==> src/rtl/rtu_pkg.sv <==
package rtu_pkg;

    typedef enum logic [2:0] {
        FN_COPY  = 3'd0,
        FN_HI2LO = 3'd1,
        FN_LO2HI = 3'd2,
        FN_DEC1  = 3'd3,
        FN_DEC2  = 3'd4,
        FN_INC1  = 3'd5,
        FN_INC2  = 3'd6,
        FN_NONE  = 3'd7
    } rtu_fn_e;

    function automatic logic [31:0] rtu_seed(input int idx);
        logic [31:0] prod;
        prod = 32'(idx) * 32'h0000_1357;
        return prod ^ 32'h0000_A5C3;
    endfunction

endpackage

==> src/rtl/rtu_regfile.sv <==
module rtu_regfile #(
    parameter int DW   = 16,
    parameter int NREG = 16,
    parameter int AW   = $clog2(NREG)
) (
    input  logic          clk,
    input  logic          rst_n,
    input  logic [AW-1:0] ra_a,
    output logic [DW-1:0] rd_a,
    input  logic [AW-1:0] ra_b,
    output logic [DW-1:0] rd_b,
    input  logic          we,
    input  logic [AW-1:0] wa,
    input  logic [DW-1:0] wd
);
    import rtu_pkg::*;

    logic [DW-1:0] rf_q [NREG];
    logic [DW-1:0] rf_d [NREG];

    assign rd_a = rf_q[ra_a];
    assign rd_b = rf_q[ra_b];

    always_comb begin
        for (int i = 0; i < NREG; i++) begin
            rf_d[i] = rf_q[i];
        end
        if (we) begin
            rf_d[wa] = wd;
        end
    end

    always_ff @(posedge clk or negedge rst_n) begin
        if (!rst_n) begin
            for (int i = 0; i < NREG; i++) begin
                rf_q[i] <= DW'(rtu_seed(i));
            end
        end else begin
            for (int i = 0; i < NREG; i++) begin
                rf_q[i] <= rf_d[i];
            end
        end
    end

    // the addressed entry holds the written value after the edge
    assert_rf_store_R7: assert property (@(posedge clk) disable iff (!rst_n)
        $past(we) |-> rf_q[$past(wa)] == $past(wd));

endmodule

==> src/rtl/rtu_xfer_alu.sv <==
module rtu_xfer_alu #(
    parameter int DW = 16
) (
    input  rtu_pkg::rtu_fn_e fn,
    input  logic [DW-1:0]    dst_val,
    input  logic [DW-1:0]    src_val,
    output logic [DW-1:0]    res,
    output logic             wr
);
    import rtu_pkg::*;

    localparam int HB = DW / 2;

    always_comb begin
        res = '0;
        wr  = 1'b1;
        unique case (fn)
            FN_COPY:  res = src_val;
            FN_HI2LO: res = {dst_val[DW-1:HB], src_val[DW-1:HB]};
            FN_LO2HI: res = {src_val[HB-1:0], dst_val[HB-1:0]};
            FN_DEC1:  res = src_val - DW'(1);
            FN_DEC2:  res = src_val - DW'(2);
            FN_INC1:  res = src_val + DW'(1);
            FN_INC2:  res = src_val + DW'(2);
            default: begin
                res = '0;
                wr  = 1'b0;
            end
        endcase
    end

endmodule

==> src/rtl/rtu_xfer_unit.sv <==
module rtu_xfer_unit #(
    parameter int DW   = 16,
    parameter int NREG = 16,
    parameter int AW   = $clog2(NREG)
) (
    input  logic          clk,
    input  logic          rst_n,
    input  logic          valid_i,
    input  logic [2:0]    func_i,
    input  logic [AW-1:0] rx_i,
    input  logic [AW-1:0] ry_i,
    output logic          wb_en_o,
    output logic [AW-1:0] wb_idx_o,
    output logic [DW-1:0] wb_data_o
);
    import rtu_pkg::*;

    localparam int HB = DW / 2;

    typedef struct packed {
        logic          wb_en;
        logic [AW-1:0] wb_idx;
        logic [DW-1:0] wb_data;
    } wb_state_t;

    wb_state_t     st_d, st_q;
    rtu_fn_e       fn;
    logic [DW-1:0] rd_a, rd_b, alu_res;
    logic          alu_wr;

    assign fn = rtu_fn_e'(func_i);

    rtu_regfile #(.DW(DW), .NREG(NREG), .AW(AW)) regs_i (
        .clk  (clk),
        .rst_n(rst_n),
        .ra_a (rx_i),
        .rd_a (rd_a),
        .ra_b (ry_i),
        .rd_b (rd_b),
        .we   (st_d.wb_en),
        .wa   (rx_i),
        .wd   (alu_res)
    );

    rtu_xfer_alu #(.DW(DW)) alu_i (
        .fn     (fn),
        .dst_val(rd_a),
        .src_val(rd_b),
        .res    (alu_res),
        .wr     (alu_wr)
    );

    always_comb begin
        st_d         = '0;
        st_d.wb_idx  = rx_i;
        st_d.wb_en   = valid_i && alu_wr;
        if (st_d.wb_en) begin
            st_d.wb_data = alu_res;
        end
    end

    always_ff @(posedge clk or negedge rst_n) begin
        if (!rst_n) begin
            st_q <= '0;
        end else begin
            st_q <= st_d;
        end
    end

    assign wb_en_o   = st_q.wb_en;
    assign wb_idx_o  = st_q.wb_idx;
    assign wb_data_o = st_q.wb_data;

    assert_idle_no_write_R8: assert property (@(posedge clk) disable iff (!rst_n)
        !$past(valid_i) |-> !wb_en_o);

    assert_copy_source_R2: assert property (@(posedge clk) disable iff (!rst_n)
        ($past(valid_i) && $past(func_i) == 3'd0) |-> wb_data_o == $past(rd_b));

    assert_hi2lo_keep_R3: assert property (@(posedge clk) disable iff (!rst_n)
        ($past(valid_i) && $past(func_i) == 3'd1) |-> wb_data_o[DW-1:HB] == $past(rd_a[DW-1:HB]));

    assert_wb_index_R9: assert property (@(posedge clk) disable iff (!rst_n)
        wb_en_o |-> wb_idx_o == $past(rx_i));

endmodule

==> config.mk <==
export PLATFORM = sky130hd
export DESIGN_NAME = rtu_xfer_unit
export DESIGN_NICKNAME = d
export VERILOG_FILES = /design/src/rtl/rtu_pkg.sv /design/src/rtl/rtu_regfile.sv /design/src/rtl/rtu_xfer_alu.sv /design/src/rtl/rtu_xfer_unit.sv
export SDC_FILE = /design/constraint.sdc
export NUM_CORES = 1
export LEC_CHECK = 0
export CORE_MARGIN = 5
export CORE_UTILIZATION = 39
export DETAILED_ROUTE_END_ITERATION = 12
export GPL_TIMING_DRIVEN = 0
export PLACE_DENSITY = 0.55
export SYNTH_ARGS = -nofsm -noshare
export SYNTH_HDL_FRONTEND = slang
export SYNTH_HIERARCHICAL = 1
export SYNTH_SLANG_ARGS = --single-unit
==> constraint.sdc <==
create_clock -name clk -period 7.57 [get_ports clk]
set_input_delay 0.757 -clock clk [delete_from_list [all_inputs] [get_ports clk]]
set_output_delay 0.757 -clock clk [all_outputs]
set_load 0.01 [all_outputs]
==> impl_results.md <==
* Xor/xnor share of the synthesized area at 1.62%
* CP Capture Type: flip-flop
* Drt drc at 0
* Synth-to-layout area growth at 12.8%
* Worst-Skew Late Latency at 570 ps
* Clock tree buffer depth at 3
* Slew headroom at 12.3%
* Antenna Nets Post-Route at 0
* Chip Width at 214 um
* Final period util at 74.9%
* Seq cells post-synth at 277
* Nets at 1,270
* Final min period at 5670 ps
* Number of global-route vias before repair at 11,100
* Cells after Synth at 1,160
* Worst Path Required at 8020 ps
* Initial Utilization at 39.7%
* RSZ-0062 raised after global routing: no
* Buffers & Inverters on Critical Path at 3
* Setup bufs post-CTS at 0
* Area contributors post-synth: dfrtp_1 (22%), dfstp_2 (21%), mux4_2 (18%)
* Post-Syn Nets at 1,206
* Largest family of logic cells by synthesized area: multiplexers
* Largest fanout on the critical path at 10
* CTS root buf: clkbuf_16
* TritonCTS buffer count at 31
* WS Path Type: input port to flip-flop
* CP max stage delay at 900 ps
* Row cnt at 74
* Post-synth top area share at 22.2%
* Simple-gate area share of the yosys netlist at 5.10%
* DP HPWL at 32.8 mm
* Vias per std cell at 5.93
* Gr ovfl total at 0
* Most used cell, CP: clkbuf_1
* Max_cap viols at 0
* Yosys warning total at 6
* Final WL at 45.1 mm
* Proportion of synthesized area in mux cells at 36.6%
* IO Pins at 35
* Outcome: finished clean
* GR Util All Layers at 19.4%
* Dpl cell area at 17,300 um2
* Ys flop type: dfrtp_1
* Gpl congestion at 0.845
* Final hold violations at 0
* Worst Tran Pin Value at 1300 ps
* Largest net degree at the start of global routing at 102
* Leakage power at 7.57 nW
* Pins Over Slew Limit at 0
* CP top delay family: compound AO/OA/AOI/OAI gates
* CP Data Arrival Time at 6130 ps
* Count of cell types in the netlist at 65
* HP Class: input port to async pin
* CTS Hold Bufs at 0
* Final Cell Area at 18,300 um2
* CTS resizes at 0
* Final setup violation count at 0
* Synthesized area per cell at 14.0 um2
* I/O Buffers at 29
* Max Freq at 176 MHz
* Slowest-stage cell, CP: clkbuf_1
* Antenna violations before repair at 0
* Crit-path cells: clkbuf_1 > clkbuf_1 > mux4_2 > a22oi_1 > nand2_1 > fa_1 > a21o_1 > a31oi_1 > o21ai_1 > a41oi_1 > a31oi_1 > xnor2_1 > a221o_1 > clkbuf_1 > mux2_2
* Die height at 214 um
* Post-synth EDFFs at 0
* Post-synthesis adder-cell area fraction at 2.55%
* Post-synthesis compound-gate area fraction at 7.38%
* First-pass iteration count of the detailed router at 4
* Yosys top cell by area: dfrtp_1
* PwrDens at 398 nW/um2
* H-tree Lvls at 1
* Pwr Total at 7.31 mW
* Reg clk slew, reported paths at 60 ps
* Vias at 10,600
* Crit start category: input port
* Core area at 41,000 um2
* CTS tree: yes
* Synth async-reset ratio at 100%
* Routed length per instance at 25.3 um
* Initial DRC Count at 707
* Post-synthesis sequential area ratio at 43.6%
* Layout cells sized above 1 at 51.0%
* Antenna Cells at 0
* VDD IR-drop max at 177 uV
* Global-route wire length before repair at 69.7 mm
* Clk sink count at 277
* Die area at 45,900 um2
* Worst clock skew at 19.9 ps
* Post-Synthesis Cell Area at 16,300 um2
## cells in the final DEF (no fill, tap or decap), drive strengths merged, types with 5 or more instances in the layout
cell type,instances
a31oi,10
a21oi,41
a21o,8
nand3,7
mux2i,12
o221ai,7
inv,5
dfrtp,144
mux2,256
xnor2,11
xor2,17
clkinv,11
buf,50
and3,17
nand2,52
mux4,128
nor2,44
dfstp,133
nand3b,5
ha,30
clkdlybuf4s50,28
nor2b,9
a22oi,65
bufinv,5
o21ai,16
clkbuf,81
## layer usage
metal	wire (um)	track usage [%]	share of wire, %
met2	21600	31.9	48
met5	0	0	0
met1	20000	27.0	44
met4	1010	4.75	2.2
met3	2510	3.42	5.6
## report_power, final
group / switching (mW) / internal (mW)
Sequential: 0.431 / 2.32
Clock: 0.635 / 0.943
Combinational: 1.49 / 1.49
## sequential cells by signal (all words and copies together), names as in the netlist
signal	count
wb_idx_o	4
regs_i/rf_q	256
wb_data_o	16
wb_en_o	1
## layout make-up
type	count	area, um2
plain buffers	90	479
clock buffers	38	822
clock inverters	19	243
fillers	3668	22700
inverters	5	18.8
multi-input cells	788	8670
flip-flops and latches	277	7100
well taps	532	666
repair buffers	31	350
## stage by stage
step                std cells  setup slack, ps  utilization [%]  setup TNS [ps]  hold slack (ps)
finish                   1780             1900             44.7               0              176
global route             1780             1690             44.7               0              233
CTS                      1780             2070             44.7               0              217
detailed placement       1723             1490             42.1               0              511
global placement         1721            -6380             42.0        -1267420              501
floorplan                1160             2940                -               0              461
## synth_stat cells (all sizes together) (9+ instances only)
cell type	n
dfrtp	144
mux2	256
mux4	128
mux2i	12
nand2	52
and3	17
clkbuf	43
dfstp	133
a22oi	65
a21oi	41
ha	30
a31oi	10
nor2	44
o21ai	16
buf	47
nor2b	9
xnor2	11
xor2	17
## kinds of logic after synthesis
logic type	Yosys count
xor+xnor	28
simple gates	159
flops	277
compound gates	173
fa+ha+maj	32
mux	396
buf+inv	95
## worst reg2reg max path: stages (launching register included)
cell and delay (ps):
dfrtp_1 390, mux4_2 470, a22oi_1 460, nand2_1 360, fa_1 530, a21o_1 220
a31oi_1 240, o21ai_1 160, a41oi_1 340, a31oi_1 150, xnor2_1 150, a221o_1 530
clkbuf_1 320, mux2_2 320
## worst paths after layout
check | depth (start not counted) | startpoint | slack [ps] | to
setup / recovery | 15 | ry_i[1] | 1900 | regs_i/rf_q[63]
hold / removal | 1 | rst_n | 180 | regs_i/rf_q[242]
setup reg to reg | 13 | regs_i/rf_q[242] | 2810 | regs_i/rf_q[63]
hold reg to reg | 1 | regs_i/rf_q[205] | 520 | regs_i/rf_q[205]
max in group asynchronous | 2 | rst_n | 6410 | regs_i/rf_q[90]
min in group clk | 1 | regs_i/rf_q[205] | 520 | regs_i/rf_q[205]
No activity file was read; power rests on OpenSTA's default activity.
